### src/rtl/rtc_tick_pkg.sv
`timescale 1ns/1ps
package rtc_tick_pkg;
   // configuration word layout
   localparam int unsigned CFG_W        = 32;
   localparam int unsigned KHZ_TRIM_LSB = 0;
   localparam int unsigned SRC_SEL_BIT  = 4;
   localparam int unsigned KHZ_FLAG_BIT = 15;
   localparam int unsigned HZ_TRIM_LSB  = 16;
   localparam int unsigned HZ_HALT_BIT  = 28;
   localparam int unsigned HZ_FLAG_BIT  = 31;

   typedef enum logic {
      SRC_INTERNAL = 1'b0,
      SRC_CRYSTAL  = 1'b1
   } src_e;
endpackage

### src/rtl/rtc_src_sel.sv
`timescale 1ns/1ps
module rtc_src_sel
   import rtc_tick_pkg::*;
(
   input  src_e sel,
   input  logic int_en,
   input  logic xtal_en,
   output logic step
);
   always_comb begin
      unique case (sel)
         SRC_CRYSTAL: step = xtal_en;
         default:     step = int_en;
      endcase
   end
endmodule

### src/rtl/rtc_div_core.sv
`timescale 1ns/1ps
module rtc_div_core #(
   parameter int unsigned BASE     = 28,
   parameter int unsigned TRIM_W   = 3,
   parameter bit          HAS_HALT = 1'b0
) (
   input  logic              clk,
   input  logic              rst_n,
   input  logic              step,
   input  logic              halt,
   input  logic              trim_we,
   input  logic [TRIM_W-1:0] trim_wdata,
   output logic [TRIM_W-1:0] trim_shadow,
   output logic              upd_pending,
   output logic              tick
);
   localparam int unsigned RATIO_MAX = BASE + (1 << TRIM_W) - 1;
   localparam int unsigned CNT_W     = $clog2(RATIO_MAX + 1);
   localparam logic [CNT_W-1:0] LAST_BASE = CNT_W'(BASE - 1);

   if (BASE < 2) begin : g_bad_base
      $error("rtc_div_core: BASE must be at least 2");
   end
   if (TRIM_W < 1) begin : g_bad_trim
      $error("rtc_div_core: TRIM_W must be at least 1");
   end

   logic [CNT_W-1:0]  cnt_q;
   logic [TRIM_W-1:0] active_q;
   logic              run;
   logic              at_last;
   logic              wrap;
   logic              trim_new;

   if (HAS_HALT) begin : g_halt
      assign run = step & ~halt;
   end else begin : g_free
      logic unused_halt;
      assign unused_halt = halt;
      assign run         = step;
   end

   assign at_last  = (cnt_q == (LAST_BASE + CNT_W'(active_q)));
   assign wrap     = run & at_last;
   assign trim_new = trim_we && (trim_wdata != trim_shadow);

   always_ff @(posedge clk or negedge rst_n) begin
      if (!rst_n) begin
         cnt_q       <= '0;
         active_q    <= '0;
         trim_shadow <= '0;
         upd_pending <= 1'b0;
         tick        <= 1'b0;
      end else begin
         if (run) begin
            cnt_q <= at_last ? '0 : cnt_q + CNT_W'(1);
         end
         if (wrap) begin
            active_q <= trim_shadow;
         end
         if (trim_new) begin
            trim_shadow <= trim_wdata;
         end
         if (trim_new) begin
            upd_pending <= 1'b1;
         end else if (wrap) begin
            upd_pending <= 1'b0;
         end
         tick <= wrap;
      end
   end
endmodule

### src/rtl/rtc_tick_gen.sv
`timescale 1ns/1ps
module rtc_tick_gen
   import rtc_tick_pkg::*;
#(
   parameter int unsigned KHZ_BASE   = 28,
   parameter int unsigned KHZ_TRIM_W = 3,
   parameter int unsigned HZ_BASE    = 31744,
   parameter int unsigned HZ_TRIM_W  = 11
) (
   input  logic             clk,
   input  logic             rst_n,
   input  logic             osc_int_en,
   input  logic             osc_xtal_en,
   input  logic             cfg_we,
   input  logic [CFG_W-1:0] cfg_wdata,
   output logic [CFG_W-1:0] cfg_rdata,
   output logic             tick_khz,
   output logic             tick_hz
);
   if (KHZ_TRIM_LSB + KHZ_TRIM_W > SRC_SEL_BIT) begin : g_bad_khz_field
      $error("rtc_tick_gen: 1 kHz trim overlaps the source select bit");
   end
   if (HZ_TRIM_LSB + HZ_TRIM_W > HZ_HALT_BIT) begin : g_bad_hz_field
      $error("rtc_tick_gen: 1 Hz trim overlaps the halt bit");
   end

   src_e                  src_q;
   logic                  halt_q;
   logic                  step;
   logic [KHZ_TRIM_W-1:0] khz_trim;
   logic [HZ_TRIM_W-1:0]  hz_trim;
   logic                  khz_pend;
   logic                  hz_pend;
   logic                  unused_wdata;

   assign unused_wdata = ^cfg_wdata;

   always_ff @(posedge clk or negedge rst_n) begin
      if (!rst_n) begin
         src_q  <= SRC_INTERNAL;
         halt_q <= 1'b0;
      end else if (cfg_we) begin
         src_q  <= src_e'(cfg_wdata[SRC_SEL_BIT]);
         halt_q <= cfg_wdata[HZ_HALT_BIT];
      end
   end

   rtc_src_sel i_src (
      .sel     (src_q),
      .int_en  (osc_int_en),
      .xtal_en (osc_xtal_en),
      .step    (step)
   );

   rtc_div_core #(
      .BASE     (KHZ_BASE),
      .TRIM_W   (KHZ_TRIM_W),
      .HAS_HALT (1'b0)
   ) i_khz (
      .clk         (clk),
      .rst_n       (rst_n),
      .step        (step),
      .halt        (halt_q),
      .trim_we     (cfg_we),
      .trim_wdata  (cfg_wdata[KHZ_TRIM_LSB +: KHZ_TRIM_W]),
      .trim_shadow (khz_trim),
      .upd_pending (khz_pend),
      .tick        (tick_khz)
   );

   rtc_div_core #(
      .BASE     (HZ_BASE),
      .TRIM_W   (HZ_TRIM_W),
      .HAS_HALT (1'b1)
   ) i_hz (
      .clk         (clk),
      .rst_n       (rst_n),
      .step        (step),
      .halt        (halt_q),
      .trim_we     (cfg_we),
      .trim_wdata  (cfg_wdata[HZ_TRIM_LSB +: HZ_TRIM_W]),
      .trim_shadow (hz_trim),
      .upd_pending (hz_pend),
      .tick        (tick_hz)
   );

   always_comb begin
      cfg_rdata                                = '0;
      cfg_rdata[KHZ_TRIM_LSB +: KHZ_TRIM_W]    = khz_trim;
      cfg_rdata[SRC_SEL_BIT]                   = (src_q == SRC_CRYSTAL);
      cfg_rdata[KHZ_FLAG_BIT]                  = khz_pend;
      cfg_rdata[HZ_TRIM_LSB +: HZ_TRIM_W]      = hz_trim;
      cfg_rdata[HZ_HALT_BIT]                   = halt_q;
      cfg_rdata[HZ_FLAG_BIT]                   = hz_pend;
   end
endmodule

### config.mk
export PLATFORM = sky130hd
export DESIGN_NAME = rtc_tick_gen
export DESIGN_NICKNAME = d
export VERILOG_FILES = /design/src/rtl/rtc_tick_pkg.sv /design/src/rtl/rtc_src_sel.sv /design/src/rtl/rtc_div_core.sv /design/src/rtl/rtc_tick_gen.sv
export SDC_FILE = /design/constraint.sdc
export NUM_CORES = 1
export LEC_CHECK = 0
export BUFFER_PORTS_ARGS = -buffer_cell sky130_fd_sc_hd__buf_2
export CORE_UTILIZATION = 35
export CTS_CLUSTER_SIZE = 25
export DETAILED_ROUTE_END_ITERATION = 7
export PLACE_DENSITY = 0.61
export SYNTH_ARGS = -nofsm -noshare
export SYNTH_HDL_FRONTEND = slang
export SYNTH_SLANG_ARGS = --single-unit
### constraint.sdc
create_clock -name clk -period 3.6 [get_ports clk]
set_input_delay 0.18 -clock clk [delete_from_list [all_inputs] [get_ports clk]]
set_output_delay 0.18 -clock clk [all_outputs]
set_load 0.02 [all_outputs]
==> flow_summary_export.csv <==
group,metric,value,unit
worst_setup_path,criticalPathCategory,"reg2reg",
worst_setup_path,path_max_fanout,13,
sta,hold_viol_final,0,
place,io_buffers,40,
global_route,antenna_found_initial,0,
power_and_ir_drop,total_power,1.43,mW
clock_network,cts_tree,"built",
die,die_w,99.2,um
die,core,9200,um2
drt,drc,0,
hold_path,min_path_type,"in2reg",
layout,fin_cells,474,
sta,post-route-period-util,0.828,
power_and_ir_drop,ir_drop,207,uV
drt,num_vias,2459,
place,dp_slack,0.643,ns
sta,fmax,335,MHz
sta,fin_skew,0.00902,ns
drt,wirelength,6730,um
layout,nets,404,
worst_setup_path,worstPathArrival,3.19,ns
die,start_util,0.360,
yosys,synth_cells,329,
sta,rsz0062_at_grt,"false",
yosys,synthesis.area,3310,um2
worst_setup_path,start_kind,"flop",
place,detailed_place_hpwl,5100,um
clock_network,clk_latency,0.32,ns
die,num_rows,35,
yosys,avgSynthCellArea,10.1,um2
worst_setup_path,worstPathRequired,3.81,ns
worst_setup_path,max_stage_delay,0.54,ns
layout,final_cell_mix,"dfrtp_1 (56), buf_2 (40), nor2_1 (24), mux2_2 (23), xnor2_1 (21)",
yosys,synth.yosys.seq_area_share,0.423,
drt,via_per_inst,5.19,
worst_setup_path,slowest_stage,"or4b_4",
layout,antenna_cells,0,
layout,area_growth,9.49,%
layout,fillers,920,
worst_setup_path,path_cells,"inv_1, ha_1, or4b_4, nor4_2, a32o_1, o211ai_2, nor4_4, buf_4, mux2_1",
clock_network,cts_buffers,5,
yosys,synth-edff-count,0,
sta,setup_viol,0,
sta,worstMarginPinSlew,1.11,ns
global_route,grt_max_degree,37,
drt,ant_nets,0,
clock_network,cts_setup_buffers,0,
power_and_ir_drop,power.density,395,nW/um2
global_route,overflow,0,
drt,initialDrtViolationCount,94,
worst_setup_path,worst_setup_path_end_kind,"flop",
yosys,yosysWarnings,0,
yosys,synth_ff_type,"dfrtp_1",
global_route,track_usage,0.148,
layout,drive_above_1_share,0.240,
clock_network,cts_resized,0,
sta,relSlewSlack,0.256,
global_route,grt_pass1_wl,11900,um
drt,detail_route.first_pass.iterations,4,
die,ios,71,
die,die_h,99.2,um
yosys,ys_async_sr_fraction,1.00,
die,dieArea,9850,um2
clock_network,cts-htree-levels,2,
clock_network,ctsRootBufferMaster,"clkbuf_8",
sta,fin_ws,0.618,ns
clock_network,clock-sinks,56,
layout,layout_commonest_cell,"dfrtp_1",
place,place_inst,465,
sta,final_max_slew_viol_count,0,
sta,fin_crit,2.98,ns
sta,fin_setup_tns,0,ns
run,drv_cap,0,
place,gp_congestion,0.928,
yosys,ys_ff_latch,56,
global_route,grt_pass1_vias,2499,
outcome,outcome,"finished clean",
layout,final_util,0.394,
power_and_ir_drop,leakage,1.63,nW
clock_network,cts_buffer_depth,2,
drt,routedWlPerCell,14.2,um
clock_network,clk_pin_slew,0.11,ns
yosys,yosysUniqueCellTypes,54,
-- where the power goes --
group,total [mW],switching (mW),internal (mW)
clock,0.372,0.228,0.144
sequential,0.793,0.0981,0.695
combinational,0.268,0.146,0.122
-- cell type report --
type	count	area, um2	area share
clock buffer	5	68.8	0.0190
clock inverter	3	27.5	0.00760
inverter	10	37.5	0.0104
multi-input combinational	245	1720	0.474
sequential	56	1400	0.387
tap	111	139	0.0383
timing repair buffer	44	233	0.0642
-- registers in the layout, summed over array words and instances, names as in the netlist --
name	cells
i_khz.tick	1
i_khz.cnt_q	6
i_hz.tick	1
i_hz.cnt_q	16
i_khz.upd_pending	1
i_hz.trim_shadow	11
i_hz.upd_pending	1
src_q	1
i_khz.active_q	3
halt_q	1
i_khz.trim_shadow	3
i_hz.active_q	11
-- path summary, 6_finish.rpt --
| kind | slack [ns] | start | end | depth (start not counted) |
|---|---|---|---|---|
| worst max-delay path | 0.62 | i_hz.active_q[0] | i_hz.active_q[7] | 9 |
| worst min register to register | 0.54 | i_hz.upd_pending | i_hz.upd_pending | 2 |
| worst max register to register | 0.62 | i_hz.active_q[0] | i_hz.active_q[7] | 9 |
| max in group asynchronous | 2.33 | rst_n | i_hz.cnt_q[1] | 3 |
| worst min-delay path | 0.09 | cfg_wdata[28] | halt_q | 2 |
| min in group asynchronous | 0.48 | rst_n | i_hz.trim_shadow[1] | 2 |
-- logic make-up after synthesis --
| family | share of synthesized area |
|---|---|
| flops | 0.423 |
| other cells | 0.00113 |
| xor+xnor | 0.0926 |
| buf+inv | 0.0726 |
| compound gates | 0.0911 |
| mux | 0.108 |
| fa+ha+maj | 0.0189 |
| simple gates | 0.192 |
-- critical path, delay by kind of cell (launching register included) --
family          cells  cell delay, ns
simple gates        3            1.11
buf+inv             2            0.34
fa+ha+maj           1            0.26
mux                 1            0.35
flops               1            0.45
compound gates      2            0.36
-- cells in the mapped netlist, types with 5 or more instances --
master | count | area share
or3_1 | 7 | 0.013
clkbuf_1 | 7 | 0.0079
buf_4 | 18 | 0.041
nand3_1 | 9 | 0.014
nor3_1 | 11 | 0.017
xor2_1 | 14 | 0.037
xnor2_1 | 21 | 0.056
inv_1 | 10 | 0.011
mux2_1 | 6 | 0.020
nor2b_1 | 5 | 0.0095
ha_1 | 5 | 0.019
nand2_1 | 20 | 0.023
dfrtp_1 | 56 | 0.42
o21ai_0 | 17 | 0.026
mux2_2 | 23 | 0.078
a31oi_1 | 5 | 0.0095
nor2_1 | 24 | 0.027
nand4_1 | 10 | 0.019
-- routing by layer --
layer,GRT usage,vias up,wire [um]
li1,-,1198,-
met1,0.201,1185,3250
met2,0.244,69,3120
met3,0.0274,7,290
met4,0.0407,0,67
met5,0,-,0
-- through the flow --
stage               instance area [um2]  hold slack [ns]
floorplan                          3360           -0.116
global route                       3620           0.0962
detailed placement                 3520            0.321
global placement                   3520            0.321
CTS                                3620           0.0843
finish                             3620           0.0934
-- timing repair --
| action | CTS | global route |
|---|---|---|
| endpoints found under the setup margin | 0 | 0 |
| hold buffers | 1 | 0 |
| hold endpoints to repair | 35 | 0 |
Power figures use the tool's default switching activity.
